<file path="src/rtl/lst_pkg.sv">
package lst_pkg;
    typedef enum logic [1:0] {
        OP_WR  = 2'd0,
        OP_RD  = 2'd1,
        OP_BLK = 2'd2
    } lst_op_e;

    typedef enum logic [3:0] {
        ST_IDLE,
        ST_SEL,
        ST_WR_A,
        ST_WR_B,
        ST_RD_A,
        ST_WAIT_A,
        ST_BLK,
        ST_STREAM,
        ST_DONE
    } lst_state_e;
endpackage

</file>
<file path="src/rtl/lst_pattern.sv">
module lst_pattern #(
    parameter int K_W    = 8,
    parameter int DATA_W = 8,
    parameter logic [DATA_W-1:0] SEL_BASE = 8'hA0,
    parameter logic [DATA_W-1:0] SEL_STEP = 8'h10,
    parameter logic [DATA_W-1:0] SCR_A    = 8'hAA,
    parameter logic [DATA_W-1:0] SCR_B    = 8'h55
) (
    input  logic [K_W-1:0]    k,
    input  logic              pass_sel,
    output logic [DATA_W-1:0] sel_val,
    output logic [DATA_W-1:0] a_val,
    output logic [DATA_W-1:0] b_val
);
    logic [DATA_W-1:0] k_ext;

    always_comb begin
        k_ext   = DATA_W'(k);
        sel_val = SEL_BASE + (pass_sel ? SEL_STEP : '0);
        a_val   = k_ext ^ SCR_A;
        b_val   = k_ext ^ SCR_B;
    end
endmodule

</file>
<file path="src/rtl/lst_beat_check.sv">
module lst_beat_check #(
    parameter int IDX_W     = 9,
    parameter int DATA_W    = 8,
    parameter int CHECK_LEN = 128
) (
    input  logic [IDX_W-1:0]  idx,
    input  logic [DATA_W-1:0] data,
    output logic              mismatch
);
    localparam logic [IDX_W-1:0] LIMIT = IDX_W'(CHECK_LEN);

    always_comb begin
        mismatch = (idx < LIMIT) && (data != DATA_W'(idx));
    end
endmodule

</file>
<file path="src/rtl/lst_err_counter.sv">
module lst_err_counter #(
    parameter int CNT_W = 9
) (
    input  logic             clk,
    input  logic             rst_n,
    input  logic             clr,
    input  logic             inc,
    output logic [CNT_W-1:0] cnt
);
    always_ff @(posedge clk) begin
        if (!rst_n || clr) begin
            cnt <= '0;
        end else if (inc && (cnt != '1)) begin
            cnt <= cnt + 1'b1;
        end
    end
endmodule

</file>
<file path="src/rtl/link_selftest_seq.sv">
module link_selftest_seq #(
    parameter int ADDR_W    = 8,
    parameter int DATA_W    = 8,
    parameter int PATTERN_N = 256,
    parameter int BLOCK_LEN = 512,
    parameter int CHECK_LEN = 128,
    parameter logic [ADDR_W-1:0] SEL_ADDR   = 8'h06,
    parameter logic [ADDR_W-1:0] PAT_ADDR_A = 8'h02,
    parameter logic [ADDR_W-1:0] PAT_ADDR_B = 8'h03,
    parameter logic [ADDR_W-1:0] BLK_ADDR   = 8'h10,
    parameter logic [DATA_W-1:0] SEL_BASE   = 8'hA0,
    parameter logic [DATA_W-1:0] SEL_STEP   = 8'h10,
    parameter logic [DATA_W-1:0] SCR_A      = 8'hAA,
    parameter logic [DATA_W-1:0] SCR_B      = 8'h55
) (
    input  logic              clk,
    input  logic              rst_n,
    input  logic              start,
    output logic              req_valid,
    input  logic              req_ready,
    output logic [1:0]        req_op,
    output logic [ADDR_W-1:0] req_addr,
    output logic [DATA_W-1:0] req_wdata,
    input  logic              rsp_valid,
    input  logic [DATA_W-1:0] rsp_data,
    output logic              busy,
    output logic              done,
    output logic              pass_ok,
    output logic [$clog2(PATTERN_N):0] err_pass0,
    output logic [$clog2(PATTERN_N):0] err_pass1,
    output logic [$clog2(PATTERN_N):0] err_block
);
    import lst_pkg::*;

    localparam int K_W    = $clog2(PATTERN_N);
    localparam int CNT_W  = K_W + 1;
    localparam int IDX_W  = $clog2(BLOCK_LEN);
    localparam int N_CNT  = 3;
    localparam logic [K_W-1:0]   K_LAST   = K_W'(PATTERN_N - 1);
    localparam logic [IDX_W-1:0] IDX_LAST = IDX_W'(BLOCK_LEN - 1);

    lst_state_e       st_q, st_d;
    logic [K_W-1:0]   k_q;
    logic             pass_q;
    logic [IDX_W-1:0] idx_q;
    logic             have_q;

    logic [DATA_W-1:0] sel_val, a_val, b_val;
    logic              beat_bad;
    logic              last_k, last_idx;
    logic              launch;
    logic [N_CNT-1:0]  inc;
    logic [CNT_W-1:0]  cnt [N_CNT];

    lst_pattern #(
        .K_W(K_W), .DATA_W(DATA_W),
        .SEL_BASE(SEL_BASE), .SEL_STEP(SEL_STEP),
        .SCR_A(SCR_A), .SCR_B(SCR_B)
    ) u_pattern (
        .k(k_q), .pass_sel(pass_q),
        .sel_val(sel_val), .a_val(a_val), .b_val(b_val)
    );

    lst_beat_check #(
        .IDX_W(IDX_W), .DATA_W(DATA_W), .CHECK_LEN(CHECK_LEN)
    ) u_beat (
        .idx(idx_q), .data(rsp_data), .mismatch(beat_bad)
    );

    for (genvar gi = 0; gi < N_CNT; gi++) begin : g_cnt
        lst_err_counter #(.CNT_W(CNT_W)) u_cnt (
            .clk(clk), .rst_n(rst_n), .clr(launch),
            .inc(inc[gi]), .cnt(cnt[gi])
        );
    end

    assign last_k   = (k_q == K_LAST);
    assign last_idx = (idx_q == IDX_LAST);
    assign launch   = (st_q == ST_IDLE) && start;

    // next state
    always_comb begin
        st_d = st_q;
        unique case (st_q)
            ST_IDLE:   if (start)     st_d = ST_SEL;
            ST_SEL:    if (req_ready) st_d = ST_WR_A;
            ST_WR_A:   if (req_ready) st_d = ST_WR_B;
            ST_WR_B:   if (req_ready) st_d = ST_RD_A;
            ST_RD_A:   if (req_ready) st_d = ST_WAIT_A;
            ST_WAIT_A: if (rsp_valid) begin
                if (!last_k)     st_d = ST_WR_A;
                else if (pass_q) st_d = ST_BLK;
                else             st_d = ST_SEL;
            end
            ST_BLK:    if (req_ready) st_d = ST_STREAM;
            ST_STREAM: if (rsp_valid && last_idx) st_d = ST_DONE;
            ST_DONE:   st_d = ST_IDLE;
            default:   st_d = ST_IDLE;
        endcase
    end

    // state register and sequencing indices
    always_ff @(posedge clk) begin
        if (!rst_n) begin
            st_q   <= ST_IDLE;
            k_q    <= '0;
            pass_q <= 1'b0;
            idx_q  <= '0;
            have_q <= 1'b0;
        end else begin
            st_q <= st_d;
            unique case (st_q)
                ST_IDLE: if (start) begin
                    k_q    <= '0;
                    pass_q <= 1'b0;
                    have_q <= 1'b0;
                end
                ST_WAIT_A: if (rsp_valid) begin
                    k_q <= k_q + 1'b1;
                    if (last_k) pass_q <= 1'b1;
                end
                ST_BLK:    idx_q <= '0;
                ST_STREAM: begin
                    if (rsp_valid) idx_q <= idx_q + 1'b1;
                    if (rsp_valid && last_idx) have_q <= 1'b1;
                end
                default: ;
            endcase
        end
    end

    // outputs
    always_comb begin
        req_valid = 1'b0;
        req_op    = OP_WR;
        req_addr  = '0;
        req_wdata = '0;
        inc       = '0;
        unique case (st_q)
            ST_SEL: begin
                req_valid = 1'b1;
                req_addr  = SEL_ADDR;
                req_wdata = sel_val;
            end
            ST_WR_A: begin
                req_valid = 1'b1;
                req_addr  = PAT_ADDR_A;
                req_wdata = a_val;
            end
            ST_WR_B: begin
                req_valid = 1'b1;
                req_addr  = PAT_ADDR_B;
                req_wdata = b_val;
            end
            ST_RD_A: begin
                req_valid = 1'b1;
                req_op    = OP_RD;
                req_addr  = PAT_ADDR_A;
            end
            ST_WAIT_A: begin
                inc[0] = rsp_valid && !pass_q && (rsp_data != a_val);
                inc[1] = rsp_valid &&  pass_q && (rsp_data != a_val);
            end
            ST_BLK: begin
                req_valid = 1'b1;
                req_op    = OP_BLK;
                req_addr  = BLK_ADDR;
            end
            ST_STREAM: inc[2] = rsp_valid && beat_bad;
            default: ;
        endcase
    end

    assign busy      = (st_q != ST_IDLE);
    assign done      = (st_q == ST_DONE);
    assign err_pass0 = cnt[0];
    assign err_pass1 = cnt[1];
    assign err_block = cnt[2];
    assign pass_ok   = have_q && (cnt[2] == '0) &&
                       ((cnt[0] == '0) || (cnt[1] == '0));
endmodule

</file>
<file path="config.mk">
export PLATFORM = sky130hd
export DESIGN_NAME = link_selftest_seq
export DESIGN_NICKNAME = d
export VERILOG_FILES = /design/src/rtl/lst_pkg.sv /design/src/rtl/lst_pattern.sv /design/src/rtl/lst_beat_check.sv /design/src/rtl/lst_err_counter.sv /design/src/rtl/link_selftest_seq.sv
export SDC_FILE = /design/constraint.sdc
export NUM_CORES = 1
export LEC_CHECK = 0
export BUFFER_PORTS_ARGS = -buffer_cell sky130_fd_sc_hd__buf_2
export CELL_PAD_IN_SITES_DETAIL_PLACEMENT = 0
export CELL_PAD_IN_SITES_GLOBAL_PLACEMENT = 1
export CORE_ASPECT_RATIO = 1.2
export CORE_UTILIZATION = 44
export DETAILED_ROUTE_END_ITERATION = 16
export PLACE_DENSITY = 0.93
export SLEW_MARGIN = 25
export SYNTH_ARGS = -nofsm -noshare
export SYNTH_HDL_FRONTEND = slang
export SYNTH_SLANG_ARGS = --single-unit
</file>
<file path="constraint.sdc">
create_clock -name clk -period 3.8 [get_ports clk]
set_input_delay 0.38 -clock clk [delete_from_list [all_inputs] [get_ports clk]]
set_output_delay 0.38 -clock clk [all_outputs]
set_load 0.01 [all_outputs]
</file>
After elaboration in Yosys (flattened, before gate mapping). Index checks and enable logic that the tools add are counted.

Memories: 0. Bits in writable memories: 0. Latch bits: 0. Bits of input ports: 13. Bits in read-only memories: 0. Output and inout bits: 49. Register bits: 50.

Div/mod/pow operators: 0. Eq/ne operators: 25. Bitwise operators: 2. Reductions and logical operators: 32. Magnitude comparators: 1. Multiply operators: 0. Shifts and indexed selects: 0. Muxes and demuxes: 29. Add/subtract/negate cells: 6.

Operator list (number): $add A9 B1 Y9 const B (4); $mux W4 (8); $pmux W4 S8 (1); $logic_not A9 Y1 (3); $ne A9 B9 Y1 const B (3); $pmux W8 S3 (1); $ne A2 B2 Y1 const B (10); $pmux W5 S4 (1); $pmux W9 S2 (1); $eq A4 B3 Y1 const B (4); $mux W8 (2); $ne A8 B8 Y1 (2); $pmux W8 S2 (1); $logic_and A1 B1 Y1 (13); $eq A9 B9 Y1 const B (1); $lt A9 B8 Y1 const B (1); $mux W9 (1); $add A8 B1 Y8 const B (1); $add A8 B8 Y8 const A (1); $eq A4 B2 Y1 const B (2); $eq A8 B8 Y1 const B (1); $not A4 Y4 (2); $reduce_and A8 Y1 (1); $mux W1 (6); 17 further kinds (24).

Logic depth before layout (Yosys ltp).
Depth after elaboration: 5. Mapped depth: 9. Depth with buffers taken out: 9.

By module. From an unflattened synthesis, not the netlist that was laid out.

Cell total of the unflattened synthesis: 400. Area, all modules: 3248.1 sq um.

Modules (own cells, without submodules): link_selftest_seq (area an instance 1754.2 sq um, cells each 225, instances 1, seq. area each 460.4 sq um); lst_err_counter (area an instance 415.4 sq um, cells each 46, instances 3, seq. area each 180.2 sq um); lst_pattern (area an instance 157.7 sq um, cells each 26, instances 1, seq. area each 0.0 sq um); lst_beat_check (area an instance 90.1 sq um, cells each 11, instances 1, seq. area each 0.0 sq um).

Worst setup path after synthesis. OpenSTA, ideal clock, no wires.

Kind: reg-to-reg. Start point: register g_cnt[2].u_cnt.cnt[0]. End point: register g_cnt[2].u_cnt.cnt[6]. Arrival time: 1824 ps. Clock period less this slack: 1941 ps. Library setup time: 117 ps. Setup slack: 1859 ps. Stages on the path, launching flop included: 10. Cells stage by stage: dfxtp_1 -> ha_1 -> nand2_1 -> nor3_1 -> ha_1 -> nor3_1 -> nand3_2 -> a2111oi_2 -> xnor2_1 -> nor2_1.

Cells in the longest elaborated chain, start to end: 2. Elaborated cells on any way between the ends: 3. Classes of those cells: add/sub: 1; eq/ne: 1; reduce/logical: 1.

RTL lines: start, declared (RTL line lst_err_counter.sv:8) `output logic [CNT_W-1:0] cnt`; start signal, assigned (RTL line lst_err_counter.sv:14) `cnt <= cnt + 1'b1;`; branches (longest 2 deep; another with $add A9 B1 Y9).

Several ways; the timed one is not identified. A chain may end at the register's enable or synchronous reset.

Final worst setup path.
Start point: register st_q[0]. End point: register g_cnt[2].u_cnt.cnt[6].

Cells in the longest elaborated chain, start to end: 3. Elaborated cells on any way between the ends: 6. Classes of those cells: eq/ne: 1; mux: 1; reduce/logical: 4.

RTL lines: start, declared (RTL line link_selftest_seq.sv:42) `lst_state_e st_q, st_d;`; start signal, assigned (RTL line link_selftest_seq.sv:111) `st_q <= st_d;`; $eq A4 B3 Y1 / $logic_not A4 Y1 (equally long branches) (RTL line link_selftest_seq.sv:139, link_selftest_seq.sv:79); $mux W1 / $logic_and A1 B1 Y1 (equally long branches) (RTL line link_selftest_seq.sv:139, link_selftest_seq.sv:79); $logic_and A1 B1 Y1 / $logic_or A1 B1 Y1 (equally long branches) (RTL line lst_err_counter.sv:13, lst_err_counter.sv:11).

Several ways; a longest one is shown, not always the timed one.

==> results.tsv <==
metric	value	unit
status	complete, no violations	
type of origin of the critical path	register	
Seq/Total Area, Yosys	31.1	%
vias per cell	5.49	
Post-synth EDFFs	0	
Slew Limit Fails	0	
clk sinks	50	
Clk Tree Root Cell	clkbuf_8	
final hold vios	0	
initial antenna violation count	0	
Flop pwr share	43.0	%
Starting Density	46.2	%
die area	7670	um^2
IO buf count	57	
Initial DRT Pass Iterations	4	
CP startpoint	st_q[0]	
clk slew on worst S/H paths	0.10	ns
leakage power	1.44	nW
global route overflow	0	
Final period util	64.8	%
RSZ-0062 raised after global routing	false	
Ant. Diodes	0	
Placed Cells incl. Taps	511	
gr usage total	21.1	%
most frequent cells in the layout	nor2_1, buf_2, dfxtp_1	
Worst-Margin Slew	1.05	ns
die width	80.1	um
Pint	0.000919	W
total core area	6980	um^2
WS Path Type	register to register	
io pins	62	
Placer Congestion	0.820	
number of max-cap violations	0	
critical path required time	3.98	ns
Critical R2R Capture	g_cnt[2].u_cnt.cnt[6]	
leading area contributor after synthesis	dfxtp_1	
DRC	0	
worst vdd ir	281	uV
Synth Cell Area	3220	um^2
critical path data arrival time	2.64	ns
Setup Skew	0.0141	ns
Net Switching	0.000501	W
Distinct cells, synth	54	
CTS tree	yes	
Setup Fix Bufs, Post-CTS	0	
Routed Antenna Nets	0	
total CTS buffers	5	
final setup fails	0	
Filler Cell Count	679	
FF+latch count, synth	50	
max_slew headroom	30.0	%
Critical R2R Launch	st_q[0]	
most common flop cell mapped by yosys	dfxtp_1	
Worst setup endpoint	g_cnt[2].u_cnt.cnt[6]	
R2R depth	5	
area grow syn2layout	12.3	%
CTS Buffer Depth	2	
post-route minimum period	2.46	ns
largest net degree at the start of global routing	31	
ys async rst share	0	%
Clk network pwr share	26.7	%
detailed-placement wirelength estimate	5.52	mm
Final Worst Setup Slack	1.34	ns
DRT Wirelength	7.56	mm
final non-filler cell total	519	
power per cell area	392	nW/um^2
Worst-Skew Late Latency	0.31	ns
Routed WL per cell	14.6	um
worst hold path type	input pin to register	
Die Y	95.8	um
Power Total	0.00142	W
Synth top area share	31.1	%
Cells after Synth	387	
PostCTS Resize Cnt	0	
via count	2850	
share of layout cells above drive strength 1	21.3	%
dominant cells by area after synthesis	dfxtp_1, xnor2_1, nor2_1	
Synth Warn #	0	
number of cell rows	33	
endpoint class of the critical path	register	
R2R setup slack	1.34	ns
highest net fanout along the worst path	30	
switch share	35.3	%
nets	456	
f_max	0.406	GHz
pre-CTS WS	1.36	ns
Sum Neg Setup Slack	0	ns
vias in the first global route	2555	
H-tree depth	2	
CTS Hold Bufs	0	
syn_area_per_cell	8.33	um^2
initial DRC count	100	
first-pass GRT wire length	12.6	mm
Comb pwr share	30.2	%
## metrics by stage
stage	hold slack [ns]	util, %	cell area [um^2]
after floorplan	0.449	-	3230
after global placement	0.466	50.4	3510
after detailed placement	0.469	50.4	3510
after CTS	0.366	51.9	3620
after global routing	0.379	51.9	3620
final	0.369	51.9	3620
## worst min path at each step
stage                         from  endpoint  slack (ns)  cells after the start
after floorplan           idx_q[8]  idx_q[8]        0.45                      2
after global routing         rst_n   st_q[3]        0.38                      2
after global placement    idx_q[8]  idx_q[8]        0.47                      2
after CTS                    rst_n   st_q[3]        0.37                      2
after detailed placement  idx_q[8]  idx_q[8]        0.47                      2
final                        rst_n   st_q[3]        0.37                      2
## Yosys cell counts (all sizes together), types with 10 or more instances
cell type  instances
ha                12
inv               11
a211oi            11
nor3              10
buf               19
xnor2             29
dfxtp             50
a21oi             19
nand3             26
nor2              57
nand2             31
xor2              23
## power by group through the flow
| stage | logic (W) | registers, W | clock network, W |
|---|---|---|---|
| after floorplan | 0.000379 | 0.000553 | 0 |
| after global placement | 0.000422 | 0.000619 | 0 |
| after detailed placement | 0.000427 | 0.000622 | 0 |
| after CTS | 0.000428 | 0.000610 | 0.000385 |
| after global routing | 0.000480 | 0.000619 | 0.000401 |
| final | 0.000429 | 0.000611 | 0.000379 |
## registers in the layout, indices dropped and copies added (netlist names)
signal,count
g_cnt.u_cnt.cnt,27
have_q,1
idx_q,9
k_q,8
pass_q,1
st_q,4
## cell type report
cell class | count | area (um^2) | area share, %
Multi-Input combinational cell | 302 | 2050 | 56.7
Clock inverter | 1 | 30.0 | 0.829
Timing Repair Buffer | 60 | 308 | 8.50
Clock buffer | 7 | 76.3 | 2.11
Tap cell | 87 | 109 | 3.01
Inverter | 12 | 45.0 | 1.24
Sequential cell | 50 | 1000 | 27.6
## worst max-delay path: stages, from the launching register on
cell and delay, ns:
dfxtp_1 1.02, and4b_1 0.50, nand3_2 0.18, a2111oi_2 0.42, xnor2_1 0.16, nor2_1 0.05
## cells by family after synthesis
| logic type | after synthesis | synth area share [%] |
|---|---|---|
| multiplexers | 1 | 0.311 |
| other | 1 | 0.116 |
| adder cells (fa/ha/maj) | 12 | 4.66 |
| AO/OA/AOI/OAI | 57 | 14.2 |
| flip-flops | 50 | 31.1 |
| buffers and inverters | 38 | 6.02 |
| AND/OR/NAND/NOR | 176 | 29.5 |
| XOR/XNOR | 52 | 14.1 |
## routing by layer
| layer | track usage (%) | wire [um] | up-vias |
|---|---|---|---|
| met3 | 2.94 | 349 | 6 |
| met2 | 34.5 | 3580 | 82 |
| li1 | - | - | 1433 |
| met5 | 0 | 0 | - |
| met4 | 5.36 | 74 | 0 |
| met1 | 29.1 | 3550 | 1329 |
Note: power is estimated with default switching activity, not from simulation.
